==> src/rtl/sqw_pkg.sv <==
package sqw_pkg;
  localparam int NUM_ALM = 2;

  typedef struct packed {
    logic       osc_stop;   // bit 7
    logic       batt_drive; // bit 6
    logic       conv;       // bit 5
    logic [1:0] rate;       // bits 4:3
    logic       irq_mode;   // bit 2
    logic       ie2;        // bit 1
    logic       ie1;        // bit 0
  } ctrl_t;

  localparam ctrl_t CTRL_RST = 8'h1C;
endpackage

==> src/rtl/sqw_ctrl_reg.sv <==
module sqw_ctrl_reg
  import sqw_pkg::*;
(
  input  logic       clk,
  input  logic       rst_n,
  input  logic       wr_en,
  input  logic [7:0] wr_data,
  output ctrl_t      ctrl_q,
  output logic       rate_restart
);
  ctrl_t nxt;
  assign nxt = ctrl_t'(wr_data);
  assign rate_restart = wr_en && (nxt.rate != ctrl_q.rate);

  always_ff @(posedge clk or negedge rst_n) begin
    if (!rst_n)     ctrl_q <= CTRL_RST;
    else if (wr_en) ctrl_q <= nxt;
  end


  wr_load_chk: assert property (@(posedge clk) disable iff (!rst_n)
    wr_en |=> (ctrl_q == $past(wr_data)));
endmodule

==> src/rtl/sqw_divider.sv <==
module sqw_divider #(
  parameter int TB_HZ = 32768
) (
  input  logic       clk,
  input  logic       rst_n,
  input  logic       tick_en,
  input  logic       restart,
  input  logic [1:0] rate,
  output logic       sq
);
  localparam int H0 = TB_HZ / 2;
  localparam int H1 = TB_HZ / 2048;
  localparam int H2 = TB_HZ / 8192;
  localparam int H3 = TB_HZ / 16384;
  localparam int CW = $clog2(H0 + 1);

  logic [CW-1:0] cnt, lim;

  always_comb begin
    unique case (rate)
      2'b00:   lim = CW'(H0 - 1);
      2'b01:   lim = CW'(H1 - 1);
      2'b10:   lim = CW'(H2 - 1);
      default: lim = CW'(H3 - 1);
    endcase
  end

  always_ff @(posedge clk or negedge rst_n) begin
    if (!rst_n) begin
      cnt <= '0;
      sq  <= 1'b0;
    end else if (restart) begin
      cnt <= '0;
      sq  <= 1'b0;
    end else if (tick_en) begin
      if (cnt >= lim) begin
        cnt <= '0;
        sq  <= ~sq;
      end else begin
        cnt <= cnt + 1'b1;
      end
    end
  end


  restart_low_chk: assert property (@(posedge clk) disable iff (!rst_n)
    restart |=> (!sq && cnt == '0));

  frozen_hold_chk: assert property (@(posedge clk) disable iff (!rst_n)
    (!tick_en && !restart) |=> ($stable(sq) && $stable(cnt)));
endmodule

==> src/rtl/sqw_alarm_flags.sv <==
module sqw_alarm_flags
  import sqw_pkg::*;
(
  input  logic               clk,
  input  logic               rst_n,
  input  logic [NUM_ALM-1:0] match,
  input  logic               clr_en,
  input  logic [NUM_ALM-1:0] clr_val,
  output logic [NUM_ALM-1:0] flag
);
  for (genvar i = 0; i < NUM_ALM; i++) begin : g_flag
    logic clr_i;
    assign clr_i = clr_en && !clr_val[i];

    always_ff @(posedge clk or negedge rst_n) begin
      if (!rst_n)        flag[i] <= 1'b0;
      else if (match[i]) flag[i] <= 1'b1;
      else if (clr_i)    flag[i] <= 1'b0;
    end


    match_sets_chk: assert property (@(posedge clk) disable iff (!rst_n)
      match[i] |=> flag[i]);

    clear_drops_chk: assert property (@(posedge clk) disable iff (!rst_n)
      (clr_i && !match[i]) |=> !flag[i]);

    hold_flag_chk: assert property (@(posedge clk) disable iff (!rst_n)
      (flag[i] && !clr_i) |=> flag[i]);
  end
endmodule

==> src/rtl/sqw_irq_ctrl.sv <==
module sqw_irq_ctrl
  import sqw_pkg::*;
#(
  parameter int TB_HZ = 32768
) (
  input  logic       clk,
  input  logic       rst_n,
  input  logic       wr_en,
  input  logic [7:0] wr_data,
  input  logic       tick,
  input  logic [1:0] alm_match,
  input  logic       flag_clr_en,
  input  logic [1:0] flag_clr_val,
  input  logic       on_batt,
  output logic [7:0] ctrl_q,
  output logic [1:0] alm_flag,
  output logic       pin_val,
  output logic       pin_oe
);
  ctrl_t ctrl;
  logic  restart, tick_en, sq, irq, released;

  sqw_ctrl_reg u_reg (
    .clk(clk), .rst_n(rst_n), .wr_en(wr_en), .wr_data(wr_data),
    .ctrl_q(ctrl), .rate_restart(restart)
  );

  assign tick_en = tick && !(on_batt && ctrl.osc_stop);

  sqw_divider #(.TB_HZ(TB_HZ)) u_div (
    .clk(clk), .rst_n(rst_n), .tick_en(tick_en), .restart(restart),
    .rate(ctrl.rate), .sq(sq)
  );

  sqw_alarm_flags u_flags (
    .clk(clk), .rst_n(rst_n), .match(alm_match), .clr_en(flag_clr_en),
    .clr_val(flag_clr_val), .flag(alm_flag)
  );

  assign irq      = |(alm_flag & {ctrl.ie2, ctrl.ie1});
  assign released = on_batt && !ctrl.batt_drive;
  assign pin_oe   = !released && (ctrl.irq_mode ? irq : 1'b1);
  assign pin_val  = ctrl.irq_mode ? 1'b0 : sq;
  assign ctrl_q   = ctrl;


  batt_release_chk: assert property (@(posedge clk) disable iff (!rst_n)
    (on_batt && !ctrl_q[6]) |-> !pin_oe);

  irq_low_chk: assert property (@(posedge clk) disable iff (!rst_n)
    (ctrl_q[2] && pin_oe) |-> (!pin_val && (alm_flag != 2'b00)));

  osc_stop_chk: assert property (@(posedge clk) disable iff (!rst_n)
    (on_batt && ctrl_q[7] && !restart) |=> $stable(sq));
endmodule

==> config.mk <==
export PLATFORM = sky130hd
export DESIGN_NAME = sqw_irq_ctrl
export DESIGN_NICKNAME = d
export VERILOG_FILES = /design/src/rtl/sqw_pkg.sv /design/src/rtl/sqw_ctrl_reg.sv /design/src/rtl/sqw_divider.sv /design/src/rtl/sqw_alarm_flags.sv /design/src/rtl/sqw_irq_ctrl.sv
export SDC_FILE = /design/constraint.sdc
export NUM_CORES = 1
export LEC_CHECK = 0
export BUFFER_PORTS_ARGS = -buffer_cell sky130_fd_sc_hd__buf_4
export CORE_MARGIN = 5
export CORE_UTILIZATION = 40
export CTS_CLUSTER_SIZE = 30
export DETAILED_ROUTE_END_ITERATION = 8
export SLEW_MARGIN = 20
export SYNTH_ARGS = -nofsm -noshare
export SYNTH_HDL_FRONTEND = slang
export SYNTH_SLANG_ARGS = --single-unit
==> constraint.sdc <==
create_clock -name clk -period 2.9 [get_ports clk]
set_clock_uncertainty 0.05 [all_clocks]
set_input_delay 0.435 -clock clk [delete_from_list [all_inputs] [get_ports clk]]
set_output_delay 0.435 -clock clk [all_outputs]
set_load 0.05 [all_outputs]
# After elaboration in Yosys (flattened, before gate mapping)
# Cells that the tools add are included.
# word_totals
register_bits	26
wordCells	50
# classes
n_reduce_logical	19
n_bitwise	2
n_addsub	1
eq_ne	3
muxes	13
magnitude_cmp	1
# op_table
cell	n
$mux W15	3
$pmux W14 S3	1
$add A15 B1 Y15 const B	1
$ge A15 B14 Y1	1
$mux W1	9
$reduce_bool A2 Y1	4
$logic_and A1 B1 Y1	7
$logic_not A1 Y1	5
$and A2 B2 Y2	1
$eq A2 B1 Y1 const B	1
$eq A2 B2 Y1 const B	1
$logic_not A2 Y1	1
$ne A2 B2 Y1	1
$reduce_and A2 Y1	1
$reduce_or A2 Y1	1
$not A1 Y1	1

# Depth between registers and ports, before layout
# Gate-level depths: netlist (run 1).
# logic_depth
ltp_word	6
depth_mapped	8
mapped_depth_nobuf	7

# Modules after synthesis
# A second synthesis (run 1) with hierarchy kept.
# unflattened
cells_unflattened	149
hier_area_um2	1632.8
# modules_own_cells
mod	area_per_inst_um2	cells_per_inst	n_inst
sqw_divider	1158.6	118	1
sqw_ctrl_reg	364.1	20	1
sqw_alarm_flags	77.6	6	1
sqw_irq_ctrl	32.5	5	1

# Least setup slack after synthesis (run 1)
# No wires, ideal clock.
# synth_path
path_type	register to register
from	reg u_reg.ctrl_q[4] (netlist name)
to	reg u_div.cnt[11]
stages_incl_launch_ff	9
setup_time_ns	0.072
path_slack_ns	0.563
period_less_slack_ns	2.337
t_arrival_ns	2.216
path_cell_list	dfstp_2 > or2_2 > ha_1 > a21o_1 > a211oi_2 > a2bb2oi_2 > nand3b_2 > buf_6 > nor2_1
# synth_via
elab_chain_cells	6
# synth_lines
element	line_no	rtl
$eq A2 B2 Y1, or another cell as far along	sqw_divider.sv:20	unique case (rate)
$pmux W14 S3	sqw_divider.sv:20	
$ge A15 B14 Y1	sqw_divider.sv:36	if (cnt >= lim) begin
$mux W15	sqw_divider.sv:36	
$mux W15	sqw_divider.sv:35	end else if (tick_en) begin
$mux W15	sqw_divider.sv:32	end else if (restart) begin
end signal, assigned	sqw_divider.sv:40	cnt <= cnt + 1'b1;
end, declared	sqw_divider.sv:17	logic [CW-1:0] cnt, lim;
# Parallel ways exist; a longest one is shown, timed or not. The select of a mux whose other input is x is not followed.
# A chain may end at the register's enable or synchronous reset.

# Final worst setup path (run 1)
# layout_path
from	reg u_reg.ctrl_q[4] (netlist name)
to	reg u_div.cnt[4]
# layout_via
elab_chain_cells	6
# layout_lines
element	line_no
$eq A2 B2 Y1, or another cell as far along	sqw_divider.sv:20
$pmux W14 S3	sqw_divider.sv:20
$ge A15 B14 Y1	sqw_divider.sv:36
$mux W15	sqw_divider.sv:36
$mux W15	sqw_divider.sv:35
$mux W15	sqw_divider.sv:32
# Parallel ways exist; a longest one is shown, timed or not. The select of a mux whose other input is x is not followed.

==> results by group, run 1 <==
Floorplan
  • Die W: 73.18 um
  • Die area: 5355 sq um
  • Initial Util: 40.50%
  • # rows: 23
  • DIE HEIGHT: 73.18 um
  • I/O Pins: 30
  • Core ar.: 3943 sq um

Yosys
  • Ys Warns: 0
  • Syn_area_per_cell: 10.71 sq um
  • Seq cells post-synth: 26
  • Post-synth EDFFs: 0
  • Seq/Total Area, Yosys: 40.99%
  • Area leader, netlist: dfrtp_1
  • Synth cell count leaders: dfrtp_1, ha_1, xor2_1
  • Main synth FF type: dfrtp_1
  • Count leader, synth: dfrtp_1
  • Syn nets: 181
  • Post-synth top area share: 36.05%
  • Gate Count Post-Synth: 149
  • Share of synthesized registers carrying an async set or reset: 100.0%
  • Mapped Area: 1597 sq um
  • Top post-synthesis cells by area: dfrtp_1, ha_1, xor2_1, mux2_2, dfstp_2
  • Synth cell types: 39

Clock network
  • CTS Hold Bufs: 0
  • Clock Tree Buf Depth: 2
  • CTS tree: built
  • Worst-path clk slew: 0.09 ns
  • Clock root buffer: clkbuf_8
  • Clk sinks: 26
  • Number of H-tree levels: 1
  • Clock latency on the worst-skew pair: 0.27 ns
  • Post-CTS sizing: 0
  • Setup bufs post-CTS: 0
  • Inserted Clock Buffers: 3

GRT
  • Total GRT Usage: 14.25%
  • Grt ovf: 0
  • Largest net degree at the start of global routing: 27
  • Global-route wire length before repair: 5968 um
  • Initial antenna violation count: 0
  • Vias in the first global route: 1237

Min path
  • Hold Crit Class: in -> async

Detailed routing
  • Post-route DRC violation count: 0
  • Via count: 1257
  • TritonRoute pass-1 iters: 4
  • WL final: 3598 um
  • Post-Route M1 WL: 1556 um
  • Final ANT Viol Nets: 0
  • Violation count after the first detailed-route iteration: 65
  • Met3 WL: 120 um
  • Top Layer Used: met4
  • WL met2: 1899 um
  • Average wire per standard cell: 15.71 um
  • Via-to-Cell Ratio: 5.489

STA
  • Setup_tns: 0 ns
  • Tightest Pin Transition: 0.6836 ns
  • Max_slew headroom: 54.33%
  • Crit path time final: 2.474 ns
  • Final Setup Violations: 0
  • Final slew viol count: 0
  • FMAX: 404.3 MHz
  • Final worst-path cycle share: 85.30%
  • RSZ-0062 raised after global routing: no
  • Final hold vios: 0

Outcome
  • Status: finished clean

Pwr
  • Leakage Power: 0.8847 nW
  • Power Density: 482.2 nW/um^2
  • Switching Power: 0.0002778 W
  • P_int: 0.0006513 W
  • Switching part of the total: 29.90%
  • Share of power burned in registers: 44.0%
  • Clock network fraction of design power: 32.7%
  • VDD IR-drop max: 0.0002119 V
  • Comb power frac: 23.3%
  • Total power: 0.0009290 W

Critical path
  • Crit path required time: 3.05 ns
  • CP startpoint kind: flop
  • WP data arrival: 2.62 ns
  • Endpoint type of the worst setup path: flop
  • R2r startpoint: u_reg.ctrl_q[4]
  • Critical path fanouts, max: 13
  • WS Path Type: reg -> reg
  • CP startpoint: u_reg.ctrl_q[4]

Finish
  • Area Growth Syn to Fin: 20.69%
  • Fillcell total: 345
  • Final instance area: 1927 sq um
  • Ant. Diodes: 0
  • Share of cells above drive strength 1: 32.40%
  • Nets: 212

Placement
  • HPWL Detailed: 2746 um
  • Buffers on Ports: 29
  • Gpl congestion: 0.7438
  • Cell Area, Placed: 1856 sq um

Flow run
  • Max Cap Viol: 0
kinds of logic after synthesis:
kind of cell	share of synthesized area, %
buffers and inverters	2.272
multiplexers	5.643
XOR/XNOR	7.680
AND/OR/NAND/NOR	14.73
AO/OA/AOI/OAI	17.71
flip-flops	40.99
adder cells (fa/ha/maj)	10.97
area by class of cell:
class                   instances  area, sq um  share of cell area, %
multi-input cells             118        905.9                  47.01
flip-flops and latches         26        654.4                  33.96
repair buffers                 31        232.7                  12.08
well taps                      50        62.56                  3.247
clock buffers                   3        41.29                  2.143
clock inverters                 1        30.03                  1.558
power by group through the flow:
stage	clock [W]	sequential, W	combinational, W
floorplan	0	0.000457	0.000103
global placement	0	0.000413	0.000212
detailed placement	0	0.000416	0.000218
CTS	0.000315	0.000409	0.000219
global route	0.000327	0.000412	0.000237
finish	0.000304	0.000409	0.000217
state kept, by name, indices dropped and copies added, names as in the netlist:
register and flops:
u_div.sq 1, u_flags.flag 2, u_div.cnt 15, u_reg.ctrl_q 8
stage by stage:
step	setup slack [ns]	std cells	hold slack, ns	util [%]
6_report	0.4264	229	0.0008792	48.87
2_1_floorplan	0.5627	149	0.08941	-
3_5_place_dp	0.4583	225	0.3159	47.06
3_3_place_gp	0.5808	225	0.3100	47.06
5_1_grt	0.2552	229	0.02254	48.87
4_1_cts	0.4263	229	0.01002	48.87
cell usage in the layout (no fill, tap or decap), types with 4 or more instances in the layout:
| cell type | count |
|---|---|
| mux2_2 | 8 |
| a21oi_1 | 9 |
| nand2_1 | 7 |
| ha_1 | 14 |
| a21o_1 | 4 |
| nor2_2 | 5 |
| dfrtp_1 | 23 |
| xor2_1 | 12 |
| o2111ai_1 | 5 |
| o211ai_1 | 7 |
| buf_4 | 31 |
| nor2_1 | 11 |
critical path: stages (launching register included):
cell       delay (ns)
dfstp_2          0.60
or2_2            0.27
ha_1             0.29
a21o_1           0.17
a211oi_2         0.28
a2bb2oi_2        0.22
nand3b_2         0.30
nor2_1           0.20
final timing paths:
path | end | slack, ns | cells past startpoint
worst max-delay path | u_div.cnt[4] | 0.43 | 7
worst min-delay path | u_reg.ctrl_q[6] | 0.0009 | 1
worst max register to register | u_div.cnt[4] | 0.43 | 7
worst min register to register | u_reg.ctrl_q[5] | 0.49 | 1
max in group asynchronous | u_reg.ctrl_q[2] | 2.49 | 1
min in group clk | u_flags.flag[1] | 0.28 | 2
metal layers:
metal / vias to the layer above / global-route usage [%]
met3: 2 / 3.306
met5: - / 0
met4: 0 / 3.074
met2: 20 / 23.83
li1: 613 / -
met1: 622 / 18.68
(Power assumes the default switching activity.)
==> inputs of run 2 (changes only) <==
- SYNTH_HIERARCHICAL: not set -> 1
==> run 2 against run 1 <==
Net effect: routed wire length down 4.6%; non-clock buffer count is 2 lower; sequential share of layout area down 0.48 points; sequential cell count is the same; cell count shrank 0.44%; setup slack lost 0.17 ns; critical endpoint is now u_div/cnt[1]; largest power group unchanged.
==> results by group, run 2 <==
STA
  • Final Setup Violations: 0 (unchanged)
  • Final hold vios: 0 (unchanged)
  • RSZ-0062 raised after global routing: no
  • Final slew viol count: 0 (unchanged)
  • Tightest Pin Transition: 0.4905 ns (-0.1930 ns)
  • Max_slew headroom: 67.10% (+13 points)
  • Setup_tns: 0 ns (unchanged)
  • FMAX: 378.4 MHz (-6.4%)
  • Crit path time final: 2.643 ns (+0.1690 ns)
  • Final worst-path cycle share: 91.13% (+5.8 points)

Clock network
  • Clock latency on the worst-skew pair: 0.27 ns (about the same)
  • Clock root buffer: clkbuf_8
  • Setup bufs post-CTS: 0 (unchanged)
  • CTS tree: built
  • Post-CTS sizing: 0 (unchanged)
  • Inserted Clock Buffers: 3 (unchanged)
  • Clock Tree Buf Depth: 2 (unchanged)
  • Clk sinks: 26 (unchanged)
  • Worst-path clk slew: 0.09 ns (about the same)
  • CTS Hold Bufs: 0 (unchanged)
  • Number of H-tree levels: 1 (unchanged)

Finish
  • Largest regs: u_div/cnt x15, u_reg/ctrl_q x8, u_flags/flag x2
  • Fillcell total: 369 (+7.0%)
  • Commonest non-fill, non-tap cell in the layout: buf_4
  • Top reg by flops: u_div/cnt
  • Share of cells above drive strength 1: 34.83% (+2.4 points)
  • Most frequent cells in the layout: buf_4, dfrtp_1, ha_1
  • Final core utilization: 49.21% (+0.34 points)
  • Nets: 211 (-0.47%)
  • Area Growth Syn to Fin: 19.69%
  • Max reg flops: 15 (unchanged)
  • Ant. Diodes: 0 (unchanged)

Yosys
  • Seq cells post-synth: 26 (unchanged)
  • Syn nets: 181 (unchanged)
  • Post-synth EDFFs: 0 (unchanged)
  • Post-synth top area share: 35.25% (-0.80 points)
  • Gate Count Post-Synth: 149 (unchanged)
  • Share of synthesized registers carrying an async set or reset: 100.0% (unchanged)
  • Ys Warns: 6 (+6)
  • Synth cell count leaders: dfrtp_1, ha_1, a21oi_2, nand2_1, mux2_4
  • Top post-synthesis cells by area: dfrtp_1, ha_1, mux2_4, a21oi_2, dfstp_2
  • Seq/Total Area, Yosys: 40.08% (-0.91 points)
  • Syn_area_per_cell: 10.96 sq um (+2.3%)
  • Mapped Area: 1633 sq um (+2.3%)
  • Synth cell types: 39 (unchanged)
  • Main synth FF type: dfrtp_1
  • Area leader, netlist: dfrtp_1
  • Count leader, synth: dfrtp_1

Floorplan
  • DIE HEIGHT: 73.89 um (+0.98%)
  • Die area: 5460 sq um (+2.0%)
  • Die W: 73.89 um (+0.98%)
  • I/O Pins: 30 (unchanged)
  • # rows: 23 (unchanged)
  • Core ar.: 3971 sq um (+0.73%)
  • Initial Util: 41.12% (+0.62 points)

Outcome
  • Status: finished clean

Critical path
  • R2R setup slack: 0.26 ns (-0.17 ns)
  • WS Path Type: reg -> reg
  • R2r startpoint: u_reg/ctrl_q[4]
  • WP data arrival: 2.78 ns (+0.16 ns)
  • Critical path fanouts, max: 12 (-1)
  • Worst R2R Path Depth: 7 (unchanged)
  • CP startpoint kind: flop
  • R2r endpoint: u_div/cnt[1]
  • Crit path required time: 3.04 ns (about the same)
  • CP startpoint: u_reg/ctrl_q[4]
  • Crit path capture: u_div/cnt[1]
  • Endpoint type of the worst setup path: flop

Flow run
  • Max Cap Viol: 0 (unchanged)

Pwr
  • Switching Power: 0.0003524 W (+27%)
  • P_int: 0.0007179 W (+10%)
  • Switching part of the total: 32.92% (+3.0 points)
  • Clock network fraction of design power: 27.8% (-4.9 points)
  • Comb power frac: 30.1% (+6.8 points)
  • Power Density: 547.6 nW/um^2 (+14%)
  • Leakage Power: 0.8884 nW (+0.42%)
  • VDD IR-drop max: 0.0002311 V (+9.0%)
  • Share of power burned in registers: 42.1% (-1.9 points)
  • Total power: 0.001070 W (+15%)

Placement
  • Gpl congestion: 0.8015 (+7.8%)
  • HPWL Detailed: 2690 um (-2.1%)
  • Buffers on Ports: 29 (unchanged)

Min path
  • Hold Crit Class: in -> async

GRT
  • Vias in the first global route: 1275 (+3.1%)
  • Grt ovf: 0 (unchanged)
  • Initial antenna violation count: 0 (unchanged)
  • Largest net degree at the start of global routing: 27 (unchanged)
  • Global-route wire length before repair: 5858 um (-1.8%)
  • Total GRT Usage: 13.93% (-0.32 points)

Detailed routing
  • Via-to-Cell Ratio: 5.368 (-2.2%)
  • WL final: 3433 um (-4.6%)
  • Violation count after the first detailed-route iteration: 64 (-1.5%)
  • Via count: 1224 (-2.6%)
  • Average wire per standard cell: 15.06 um (-4.2%)
  • TritonRoute pass-1 iters: 4 (unchanged)
  • Final ANT Viol Nets: 0 (unchanged)
  • Post-route DRC violation count: 0 (unchanged)
[run 2: stage by stage]
step / instances / cell area [sq um] / hold slack [ns] / setup slack (ns)
3_3_place_gp: 224 / 1883 / 0.3077 / 0.3803
5_1_grt: 228 / 1954 / 0.03111 / 0.03341
6_report: 228 / 1954 / 0.009358 / 0.2574
2_1_floorplan: 149 / 1633 / 0.08941 / 0.4262
3_5_place_dp: 224 / 1883 / 0.3118 / 0.2730
4_1_cts: 228 / 1954 / 0.01313 / 0.2448
[run 2: worst min path at each step]
stage / from / to / cells after the start
finish: rst_n / u_div/cnt[10] / 1
global route: rst_n / u_flags/flag[0] / 1
CTS: rst_n / u_div/cnt[5] / 1
detailed placement: rst_n / u_div/cnt[10] / 1
global placement: rst_n / u_div/cnt[9] / 1
floorplan: rst_n / u_div/cnt[0] / 0
[run 2: kinds of logic (layout without fill, tap and decap cells)]
family / count (synthesis) / in the layout / synth area share [%]
compound gates: 37 / 37 / 17.93
xor+xnor: 12 / 12 / 6.437
fa+ha+maj: 14 / 14 / 10.73
buf+inv: 9 / 38 / 2.989
flops: 26 / 26 / 40.08
mux: 8 / 8 / 7.357
simple gates: 43 / 43 / 14.48
[run 2: critical path: stages (launching register included)]
cell      delay (ns)
dfstp_2         0.42
or2_2           0.41
ha_1            0.32
a211oi_1        0.22
nor2_1          0.09
o31ai_2         0.46
nand2_2         0.34
o21ai_0         0.25
[run 2: power groups by stage]
stage | clock network [W] | registers (W) | logic [W]
3_5_place_dp | 0 | 0.000458 | 0.000323
2_1_floorplan | 0 | 0.000489 | 0.000194
3_3_place_gp | 0 | 0.000455 | 0.000316
6_report | 0.000297 | 0.000451 | 0.000323
4_1_cts | 0.000305 | 0.000451 | 0.000324
5_1_grt | 0.000320 | 0.000458 | 0.000360
[run 2: layout make-up]
type                            instances  area [sq um]  area share, %
Sequential cell                        26         654.4          33.48
Timing Repair Buffer                   29         217.7          11.14
Inverter                                5         18.77         0.9603
Clock buffer                            3         41.29          2.113
Multi-Input combinational cell        114         929.6          47.57
Tap cell                               50         62.56          3.201
Clock inverter                          1         30.03          1.536
[run 2: layer usage]
layer,routed length [um],track usage [%]
met1,1585,18.70
met2,1595,22.05
met3,192,2.873
met4,60,5.030
met5,0,0
